==> src/rtl/scan_fold_pkg.sv <==
package scan_fold_pkg;

    typedef enum logic [1:0] {
        SRC_H = 2'd0,
        SRC_M = 2'd1,
        SRC_R = 2'd2,
        SRC_L = 2'd3
    } src_sel_e;

    typedef struct packed {
        logic     legal;
        logic     fold;
        src_sel_e sel;
    } op_dec_t;

endpackage

==> src/rtl/scan_op_decode.sv <==
module scan_op_decode
    import scan_fold_pkg::*;
#(
    parameter int OP_W     = 6,
    parameter int FOLD_BIT = 5
) (
    input  logic [OP_W-1:0] op,
    output op_dec_t         dec
);
    localparam int LOW_W = FOLD_BIT;

    logic [LOW_W-1:0] base_code;

    always_comb begin
        base_code = op[LOW_W-1:0];
        dec.fold  = op[FOLD_BIT];
        dec.legal = 1'b1;
        dec.sel   = SRC_H;
        unique case (base_code)
            LOW_W'(8'h11): dec.sel = SRC_H;
            LOW_W'(8'h15): dec.sel = SRC_M;
            LOW_W'(8'h16): dec.sel = SRC_R;
            LOW_W'(8'h17): dec.sel = SRC_L;
            default:       dec.legal = 1'b0;
        endcase
    end
endmodule

==> src/rtl/scan_word_pack.sv <==
module scan_word_pack #(
    parameter int DATA_W = 32,
    parameter int PAR_W  = 4
) (
    input  logic [DATA_W+PAR_W-1:0] src,
    input  logic                    fold,
    output logic [DATA_W-1:0]       word
);
    localparam int SRC_W  = DATA_W + PAR_W;
    localparam int KEEP_W = DATA_W - PAR_W;
    localparam int TAIL_W = DATA_W - KEEP_W;

    logic [DATA_W-1:0] normal_w;
    logic [DATA_W-1:0] fold_w;

    always_comb begin
        normal_w = {src[SRC_W-1 -: KEEP_W], src[PAR_W-1:0]};
        fold_w   = '0;
        fold_w[PAR_W +: TAIL_W] = src[PAR_W +: TAIL_W];
        word = fold ? fold_w : normal_w;
    end
endmodule

==> src/rtl/byte_parity_gen.sv <==
module byte_parity_gen #(
    parameter int DATA_W = 32,
    parameter int BYTE_W = 8
) (
    input  logic [DATA_W-1:0]        data,
    output logic [DATA_W/BYTE_W-1:0] par
);
    localparam int NB = DATA_W / BYTE_W;

    for (genvar g = 0; g < NB; g++) begin : g_byte
        assign par[NB-1-g] = ~(^data[DATA_W-1-g*BYTE_W -: BYTE_W]);
    end
endmodule

==> src/rtl/scan_fold_unit.sv <==
module scan_fold_unit
    import scan_fold_pkg::*;
#(
    parameter int          DATA_W    = 32,
    parameter int          PAR_W     = 4,
    parameter int          OP_W      = 6,
    parameter int          ADDR_W    = 24,
    parameter logic [23:0] BASE_ADDR = 24'h000200,
    parameter int          ADDR_STEP = 4
) (
    input  logic                    clk,
    input  logic                    rst_n,
    input  logic                    start,
    input  logic [OP_W-1:0]         op,
    input  logic [DATA_W+PAR_W-1:0] src_h,
    input  logic [DATA_W+PAR_W-1:0] src_m,
    input  logic [DATA_W+PAR_W-1:0] src_r,
    input  logic [DATA_W+PAR_W-1:0] src_l,
    output logic                    wr_en,
    output logic [DATA_W+PAR_W-1:0] wr_data,
    output logic [ADDR_W-1:0]       wr_addr,
    output logic                    illegal_op
);
    localparam int SRC_W   = DATA_W + PAR_W;
    localparam int NB      = DATA_W / 8;
    localparam int TAIL_W  = PAR_W;
    localparam logic [SRC_W-1:0] FOLD_MASK = {{(DATA_W-PAR_W-TAIL_W){1'b0}}, {TAIL_W{1'b1}},
                                              {PAR_W{1'b0}}, {PAR_W{1'b0}}};
    localparam logic [ADDR_W-1:0] STEP = ADDR_W'(ADDR_STEP);
    localparam logic [ADDR_W-1:0] BASE = ADDR_W'(BASE_ADDR);

    typedef struct packed {
        logic              wr_en;
        logic              illegal;
        logic              fold;
        logic [SRC_W-1:0]  data;
        logic [ADDR_W-1:0] wr_addr;
        logic [ADDR_W-1:0] next_addr;
    } state_t;

    state_t st_d, st_q;

    op_dec_t           dec;
    logic [SRC_W-1:0]  src_sel;
    logic [DATA_W-1:0] packed_w;
    logic [NB-1:0]     gen_par;

    scan_op_decode #(.OP_W(OP_W), .FOLD_BIT(OP_W-1)) u_dec (
        .op  (op),
        .dec (dec)
    );

    always_comb begin
        unique case (dec.sel)
            SRC_H:   src_sel = src_h;
            SRC_M:   src_sel = src_m;
            SRC_R:   src_sel = src_r;
            default: src_sel = src_l;
        endcase
    end

    scan_word_pack #(.DATA_W(DATA_W), .PAR_W(PAR_W)) u_pack (
        .src  (src_sel),
        .fold (dec.fold),
        .word (packed_w)
    );

    byte_parity_gen #(.DATA_W(DATA_W), .BYTE_W(8)) u_par (
        .data (packed_w),
        .par  (gen_par)
    );

    always_comb begin
        st_d         = st_q;
        st_d.wr_en   = 1'b0;
        st_d.illegal = 1'b0;
        if (start) begin
            if (dec.legal) begin
                st_d.wr_en     = 1'b1;
                st_d.fold      = dec.fold;
                st_d.data      = {packed_w, gen_par};
                st_d.wr_addr   = st_q.next_addr;
                st_d.next_addr = st_q.next_addr + STEP;
            end else begin
                st_d.illegal = 1'b1;
            end
        end
    end

    always_ff @(posedge clk) begin
        if (!rst_n) begin
            st_q.wr_en     <= 1'b0;
            st_q.illegal   <= 1'b0;
            st_q.fold      <= 1'b0;
            st_q.data      <= '0;
            st_q.wr_addr   <= BASE;
            st_q.next_addr <= BASE;
        end else begin
            st_q <= st_d;
        end
    end

    assign wr_en      = st_q.wr_en;
    assign wr_data    = st_q.data;
    assign wr_addr    = st_q.wr_addr;
    assign illegal_op = st_q.illegal;

    a_r6_write_follows_start: assert property (@(posedge clk) disable iff (!rst_n)
        (start && dec.legal) |=> wr_en);

    a_r8_illegal_no_write: assert property (@(posedge clk) disable iff (!rst_n)
        (start && !dec.legal) |=> (illegal_op && !wr_en && $stable(st_q.next_addr)));

    a_r9_idle_quiet: assert property (@(posedge clk) disable iff (!rst_n)
        !start |=> (!wr_en && !illegal_op));

    a_r7_addr_step: assert property (@(posedge clk) disable iff (!rst_n)
        wr_en |-> (st_q.next_addr == wr_addr + STEP));

    a_r3_fold_zeros: assert property (@(posedge clk) disable iff (!rst_n)
        (wr_en && st_q.fold) |-> ((wr_data[SRC_W-1:PAR_W] & ~FOLD_MASK[SRC_W-1:PAR_W]) == '0));

    for (genvar b = 0; b < NB; b++) begin : g_par_chk
        a_r5_odd_parity: assert property (@(posedge clk) disable iff (!rst_n)
            wr_en |-> ($countones({wr_data[SRC_W-1-b*8 -: 8], wr_data[NB-1-b]}) % 2 == 1));
    end
endmodule

==> config.mk <==
export PLATFORM = sky130hd
export DESIGN_NAME = scan_fold_unit
export DESIGN_NICKNAME = d
export VERILOG_FILES = /design/src/rtl/scan_fold_pkg.sv /design/src/rtl/scan_op_decode.sv /design/src/rtl/scan_word_pack.sv /design/src/rtl/byte_parity_gen.sv /design/src/rtl/scan_fold_unit.sv
export SDC_FILE = /design/constraint.sdc
export NUM_CORES = 1
export LEC_CHECK = 0
export BUFFER_PORTS_ARGS = -buffer_cell sky130_fd_sc_hd__buf_2
export CORE_UTILIZATION = 43
export CTS_CLUSTER_SIZE = 8
export DETAILED_ROUTE_END_ITERATION = 6
export PLACE_DENSITY_LB_ADDON = 0.3
export SKIP_CTS_REPAIR_TIMING = 1
export SLEW_MARGIN = 20
export SYNTH_ARGS = -nofsm -noshare
export SYNTH_HDL_FRONTEND = slang
export SYNTH_HIERARCHICAL = 1
export SYNTH_SLANG_ARGS = --single-unit
export TNS_END_PERCENT = 100
==> constraint.sdc <==
create_clock -name clk -period 3.1 [get_ports clk]
set_input_delay 0.62 -clock clk [delete_from_list [all_inputs] [get_ports clk]]
set_output_delay 0.62 -clock clk [all_outputs]
set_load 0.02 [all_outputs]
==> results of run 1 <==
## synth_stat cells (all sizes together)
master / instances / area share
nand2: 127 / 0.097
dfxtp: 82 / 0.34
buf: 70 / 0.10
a21oi: 68 / 0.070
mux4: 36 / 0.17
xnor2: 35 / 0.063
nor2b: 27 / 0.036
clkbuf: 23 / 0.018
nor2: 12 / 0.0092
nand3: 6 / 0.0061
nand4: 6 / 0.011
o31ai: 6 / 0.0092
or3: 6 / 0.0082
or4: 6 / 0.0092
inv: 4 / 0.0031
mux2: 4 / 0.011
o21ai: 4 / 0.0041
xor2: 4 / 0.0072
and2b: 3 / 0.0046
and4: 3 / 0.0054
nor4: 3 / 0.0038
and3: 2 / 0.0026
and2: 1 / 0.0013
conb: 1 / 0.00077
dlygate4sd1: 1 / 0.0018
dlymetal6s2s: 1 / 0.0026
dlymetal6s4s: 1 / 0.0026
ha: 1 / 0.0026
mux2i: 1 / 0.0020
nor3: 1 / 0.0010
nor4b: 1 / 0.0018
## cell type report
class                           count  share of cell area
Inverter                            4             0.00254
Clock buffer                       10              0.0387
Sequential cell                    82               0.278
Tap cell                          140              0.0296
Multi-Input combinational cell    365               0.442
Clock inverter                      6              0.0112
Timing Repair Buffer              220               0.198
## power breakdown
| part | switching [µW] | internal [µW] |
|---|---|---|
| Sequential | 6.85 | 1060 |
| Clock | 444 | 626 |
| Combinational | 172 | 215 |
## worst min-delay path: cells and delay by family, from the launching register on
| kind | cells | cell delay [ps] |
|---|---|---|
| DFF | 1 | 310 |
| and+or+nand+nor | 1 | 50 |
| AOI/OAI and AO/OA | 1 | 50 |
## flip-flops by register name, indices dropped and copies added, names as in the netlist
register    flops
wr_data        36
illegal_op      1
wr_addr        22
wr_en           1
st_q           22
## layer usage
layer / routed length [µm] / part of all wire / global-route usage
met1: 4990 / 0.39 / 0.253
met2: 6840 / 0.53 / 0.401
met3: 748 / 0.058 / 0.0610
met4: 272 / 0.021 / 0.0772
met5: 10 / 0.00078 / 0
## per-stage QoR
stage | instance area [µm²] | util | instances
3_5_place_dp | 5610 | 0.511 | 811
5_1_grt | 5910 | 0.538 | 827
6_report | 5910 | 0.538 | 827
3_3_place_gp | 5610 | 0.511 | 811
4_1_cts | 5910 | 0.538 | 827
2_1_floorplan | 4900 | - | 547
## logic make-up (layout without fill, tap and decap cells)
family | after synthesis | count (layout) | synth area share
adders and majority gates | 1 | 1 | 0.00256
xor gates and xnor gates | 39 | 39 | 0.0698
other | 1 | 2 | 0.000766
muxes | 41 | 41 | 0.178
DFF | 82 | 82 | 0.335
buffers and inverters | 100 | 240 | 0.133
and+or+nand+nor | 204 | 204 | 0.197
AOI/OAI and AO/OA | 78 | 78 | 0.0828
## final timing paths
kind / from / endpoint
hold reg to reg: wr_addr[20] / wr_addr[20]
setup reg to reg: st_q[2] / st_q[22]
hold / removal: wr_addr[20] / wr_addr[20]
setup / recovery: op[3] / wr_data[2]
==> impl_metrics.prom, run 1 <==
# TYPE chip_impl_metric gauge
chip_impl_metric{name="drc",unit=""} 0
chip_impl_metric{name="ctsLongestPathBuffers",unit=""} 2
chip_impl_metric{name="cts_num_sinks",unit=""} 82
chip_impl_metric{name="setup-violations-final",unit=""} 0
chip_impl_metric{name="arrival",unit="ps"} 2870
chip_impl_metric{name="synth.yosys.seq_area_share",unit=""} 0.335
chip_impl_metric{name="power_density",unit="nW/µm²"} 428
chip_impl_info{name="rsz_0062_raised_after_global_routing",value="false"} 1
chip_impl_info{name="mostFrequentLayoutCell",value="buf_2"} 1
chip_impl_info{name="hold_path_class",value="flip-flop to flip-flop"} 1
chip_impl_metric{name="ff2ff_setup_slack",unit="ps"} 1020
chip_impl_metric{name="setup_tns",unit="ps"} 0
chip_impl_info{name="root_buffer",value="clkbuf_16"} 1
chip_impl_metric{name="crit_path_max_fanout",unit=""} 14
chip_impl_info{name="run_status",value="finished, final reports clean"} 1
chip_impl_metric{name="transition_time_of_the_tightest_slew_check_pin",unit="ps"} 597
chip_impl_info{name="slowest_stage",value="mux4_2"} 1
chip_impl_metric{name="grt_antenna_before_repair",unit=""} 1
chip_impl_info{name="worst-setup-path-type",value="primary input to flip-flop"} 1
chip_impl_metric{name="largest_net_degree_at_the_start_of_global_routing",unit=""} 48
chip_impl_metric{name="maximum_capacitance_violations",unit=""} 0
chip_impl_metric{name="drt.antenna.violating_nets",unit=""} 0
chip_impl_info{name="critPathMostFrequentCell",value="xnor2_1"} 1
chip_impl_metric{name="via_per_inst",unit=""} 5.05
chip_impl_metric{name="slowest_delay",unit="ps"} 540
chip_impl_info{name="tritoncts",value="done"} 1
chip_impl_metric{name="leakagePower",unit="µW"} 0.00239
chip_impl_metric{name="grt_remaining_overflow",unit=""} 0
chip_impl_metric{name="pre_cts_ws",unit="ps"} 149
chip_impl_metric{name="count_of_boundary_i_o_pins",unit=""} 215
chip_impl_metric{name="place_congestion",unit=""} 0.876
chip_impl_metric{name="floorplan.rows",unit=""} 38
chip_impl_metric{name="hold_slack",unit="ps"} 452
chip_impl_metric{name="hold-path-cell-count",unit=""} 2
chip_impl_metric{name="yosys_register_bits",unit=""} 82
chip_impl_metric{name="timing.slew.headroom",unit=""} 0.602
chip_impl_metric{name="irDropWorstVdd",unit="V"} 0.000322
chip_impl_info{name="worst_setup_path_end_kind",value="flip-flop"} 1
chip_impl_metric{name="reg2regPathDepth",unit=""} 5
chip_impl_info{name="worst_path_dominant_cell_family",value="simple AND/OR/NAND/NOR gates"} 1
chip_impl_metric{name="power",unit="µW"} 2530
chip_impl_metric{name="design.core.area",unit="µm²"} 11000
chip_impl_metric{name="floorplan.die.width",unit="µm"} 109
chip_impl_metric{name="die_area",unit="µm²"} 11800
chip_impl_metric{name="final_nets",unit=""} 836
chip_impl_metric{name="grtUsageTotal",unit=""} 0.223
chip_impl_metric{name="timing.critical_path.depth",unit=""} 11
chip_impl_metric{name="clkSlewWorstSetupHoldPaths",unit="ps"} 60
chip_impl_metric{name="area_growth",unit="%"} 20.8
chip_impl_info{name="commonest_cells_after_routing_fill_and_taps_aside",value="212 x buf_2, 126 x nand2_1, 82 x dfxtp_1"} 1
chip_impl_metric{name="final_layout_size_suffix_gt1_frac",unit=""} 0.412
chip_impl_metric{name="syn_inst",unit=""} 546
chip_impl_metric{name="required",unit="ps"} 3360
chip_impl_metric{name="worst-path-buf-inv",unit=""} 2
chip_impl_metric{name="fin_skew",unit="ps"} 7.06
chip_impl_metric{name="register_area",unit="µm²"} 1640
chip_impl_info{name="critical_path.cell_chain",value="buf_2 -> nor2b_4 -> and3_2 -> buf_4 -> mux4_2 -> nor2b_1 -> xnor2_1 -> xnor2_1 -> xnor2_1 -> nand2_1 -> a21oi_1"} 1
chip_impl_metric{name="via_count",unit=""} 4176
chip_impl_metric{name="final.setup.worst_slack",unit="ps"} 490
chip_impl_metric{name="dr.pass1.iters",unit=""} 4
chip_impl_metric{name="maxClockFrequency",unit="MHz"} 383
chip_impl_metric{name="nFillCells",unit=""} 995
chip_impl_metric{name="chipHeight",unit="µm"} 109
chip_impl_metric{name="number_of_warnings_issued_by_yosys",unit=""} 6
chip_impl_metric{name="multiInputGateArea",unit="µm²"} 2610
chip_impl_metric{name="finalHoldViolations",unit=""} 0
chip_impl_metric{name="post_drt_wl_per_cell",unit="µm"} 15.6
chip_impl_info{name="start_kind",value="primary input"} 1
chip_impl_metric{name="drt_wl_total",unit="µm"} 12900
chip_impl_metric{name="clk_latency",unit="ps"} 330
chip_impl_metric{name="synth.avg_cell_area",unit="µm²"} 8.96
chip_impl_metric{name="finalCriticalPeriod",unit="ps"} 2610
chip_impl_metric{name="min_period_over_period",unit=""} 0.842
chip_impl_metric{name="place.detailed.hpwl",unit="µm"} 10200
chip_impl_metric{name="first_global_vias",unit=""} 4025
chip_impl_metric{name="number_of_distinct_library_cells_after_synthesis",unit=""} 40
chip_impl_metric{name="grt_first_pass_wirelength",unit="µm"} 19800
chip_impl_metric{name="max_h_tree_level",unit=""} 3
chip_impl_metric{name="initialDrtViolationCount",unit=""} 144
chip_impl_metric{name="place.port_buffers",unit=""} 212
chip_impl_metric{name="n_antenna_cell",unit=""} 0
chip_impl_metric{name="initial_utilization",unit=""} 0.446
chip_impl_metric{name="slew_violations",unit=""} 0
chip_impl_metric{name="synth.cell_area",unit="µm²"} 4890
chip_impl_metric{name="numCtsBuffers",unit=""} 9
(Power assumes the default switching activity.)
==> run 2: changes to the inputs <==
--- a/config.mk
+++ b/config.mk
@@ -6,7 +6,7 @@
 export NUM_CORES = 1
 export LEC_CHECK = 0
 export BUFFER_PORTS_ARGS = -buffer_cell sky130_fd_sc_hd__buf_2
-export CORE_UTILIZATION = 43
+export CORE_UTILIZATION = 48
 export CTS_CLUSTER_SIZE = 8
 export DETAILED_ROUTE_END_ITERATION = 6
 export PLACE_DENSITY_LB_ADDON = 0.3
==> constraint.sdc (replaced) <==
create_clock -name clk -period 2.5 [get_ports clk]
set_input_delay 0.5 -clock clk [delete_from_list [all_inputs] [get_ports clk]]
set_output_delay 0.5 -clock clk [all_outputs]
set_load 0.02 [all_outputs]
==> impl_metrics.prom, run 2 (synthesized netlist as in run 1, its figures left out) <==
# TYPE chip_impl_metric gauge
chip_impl_metric{name="floorplan.rows",unit=""} 36
chip_impl_info{name="worst_setup_path_end_kind",value="flip-flop"} 1
chip_impl_metric{name="clkSlewWorstSetupHoldPaths",unit="ps"} 80
chip_impl_metric{name="largest_net_degree_at_the_start_of_global_routing",unit=""} 61
chip_impl_metric{name="grtUsageTotal",unit=""} 0.246
chip_impl_metric{name="fin_skew",unit="ps"} 8.88
chip_impl_metric{name="via_per_inst",unit=""} 5.16
chip_impl_metric{name="finalHoldViolations",unit=""} 0
chip_impl_metric{name="drc",unit=""} 0
chip_impl_metric{name="floorplan.die.width",unit="µm"} 103
chip_impl_info{name="mostFrequentLayoutCell",value="buf_2"} 1
chip_impl_metric{name="place_congestion",unit=""} 0.919
chip_impl_metric{name="final_layout_size_suffix_gt1_frac",unit=""} 0.433
chip_impl_metric{name="drt_wl_total",unit="µm"} 12800
chip_impl_metric{name="place.detailed.hpwl",unit="µm"} 10300
chip_impl_metric{name="irDropWorstVdd",unit="V"} 0.000281
chip_impl_metric{name="grt_first_pass_wirelength",unit="µm"} 19600
chip_impl_metric{name="grt_antenna_before_repair",unit=""} 3
chip_impl_metric{name="largest_register_ffs",unit=""} 36
chip_impl_metric{name="area_growth",unit="%"} 24.9
chip_impl_metric{name="cts_num_sinks",unit=""} 82
chip_impl_info{name="run_status",value="finished, final reports clean"} 1
chip_impl_metric{name="grt_remaining_overflow",unit=""} 0
chip_impl_metric{name="clk_latency",unit="ps"} 350
chip_impl_info{name="root_buffer",value="clkbuf_8"} 1
chip_impl_metric{name="via_count",unit=""} 4347
chip_impl_metric{name="final_nets",unit=""} 857
chip_impl_metric{name="post_drt_wl_per_cell",unit="µm"} 15.2
chip_impl_metric{name="max_h_tree_level",unit=""} 3
chip_impl_metric{name="transition_time_of_the_tightest_slew_check_pin",unit="ps"} 533
chip_impl_metric{name="first_global_vias",unit=""} 4159
chip_impl_metric{name="timing.slew.headroom",unit=""} 0.644
chip_impl_metric{name="maximum_capacitance_violations",unit=""} 0
chip_impl_info{name="start_kind",value="primary input"} 1
chip_impl_metric{name="min_period_over_period",unit=""} 0.934
chip_impl_metric{name="dr.pass1.iters",unit=""} 4
chip_impl_metric{name="fin_cells",unit=""} 843
chip_impl_info{name="commonest_cells_after_routing_fill_and_taps_aside",value="212 x buf_2, 126 x nand2_1, 82 x dfxtp_1"} 1
chip_impl_metric{name="numCtsBuffers",unit=""} 9
chip_impl_metric{name="setup_tns",unit="ps"} 0
chip_impl_info{name="tritoncts",value="done"} 1
chip_impl_metric{name="crit_path_max_fanout",unit=""} 11
chip_impl_metric{name="arrival",unit="ps"} 2610
chip_impl_info{name="rsz_0062_raised_after_global_routing",value="false"} 1
chip_impl_metric{name="chipHeight",unit="µm"} 103
chip_impl_metric{name="placed_cells_incl_taps",unit=""} 825
chip_impl_metric{name="place.port_buffers",unit=""} 212
chip_impl_metric{name="initial_utilization",unit=""} 0.498
chip_impl_metric{name="setup-violations-final",unit=""} 0
chip_impl_metric{name="design.core.area",unit="µm²"} 9820
chip_impl_metric{name="initialDrtViolationCount",unit=""} 185
chip_impl_metric{name="count_of_boundary_i_o_pins",unit=""} 215
chip_impl_metric{name="drt.antenna.violating_nets",unit=""} 0
chip_impl_metric{name="slew_violations",unit=""} 0
chip_impl_info{name="worst-setup-path-type",value="primary input to flip-flop"} 1
chip_impl_metric{name="finalCriticalPeriod",unit="ps"} 2330
chip_impl_metric{name="maxClockFrequency",unit="MHz"} 428
chip_impl_metric{name="required",unit="ps"} 2770
chip_impl_metric{name="die_area",unit="µm²"} 10600
chip_impl_info{name="hold_path_class",value="primary input to flip-flop"} 1
chip_impl_metric{name="hold_slack",unit="ps"} 353
chip_impl_metric{name="power_density",unit="nW/µm²"} 495
chip_impl_metric{name="ctsLongestPathBuffers",unit=""} 2
chip_impl_metric{name="leakagePower",unit="µW"} 0.00253
chip_impl_metric{name="power",unit="µW"} 3020
==> run 2: area by class of cell <==
| class | count | area [µm²] |
|---|---|---|
| repair buffers | 241 | 1390 |
| fillers | 885 | 3710 |
| clock buffers | 11 | 151 |
| clock inverters | 4 | 98.8 |
| inverters | 4 | 15.0 |
| well taps | 133 | 166 |
| flip-flops and latches | 82 | 1640 |
| diodes | 3 | 7.51 |
| multi-input cells | 365 | 2640 |
==> run 2: path summary, 6_finish.rpt <==
kind	startpoint	end	slack (ps)	cells after the start
min reg2reg	wr_addr[13]	wr_addr[13]	450	2
max	op[3]	wr_data[2]	170	11
min	rst_n	st_q[9]	350	2
max reg2reg	st_q[5]	st_q[22]	520	4
==> run 2: worst max-delay path, cell delays in order <==
cell	delay [ps]
buf_2	110
nor2b_4	100
and3_4	210
buf_4	240
mux4_2	530
nor2b_1	170
xnor2_1	140
xnor2_1	270
xnor2_1	150
nand2_1	70
a21oi_1	110
==> run 2: stage by stage <==
stage	setup WS, ps	cell area, µm²	utilization
3_3_place_gp	-122	5850	0.596
2_1_floorplan	-50.4	5000	-
3_5_place_dp	-201	5850	0.596
4_1_cts	169	6100	0.621
5_1_grt	51.9	6110	0.622
6_report	166	6110	0.622
==> run 2: per-layer routing <==
layer | wire, µm | share of wire | vias to the layer above | GRT usage
met2 | 6590 | 0.51 | 162 | 0.430
met3 | 682 | 0.053 | 35 | 0.0468
met4 | 488 | 0.038 | 0 | 0.142
met5 | 0 | 0 | - | 0
met1 | 5080 | 0.40 | 2020 | 0.280
li1 | - | - | 2130 | -
==> run 2: where the power goes <==
part	internal, µW	switching (µW)
sequential	1320	7.51
clock	714	457
combinational	296	230
total	2330	694
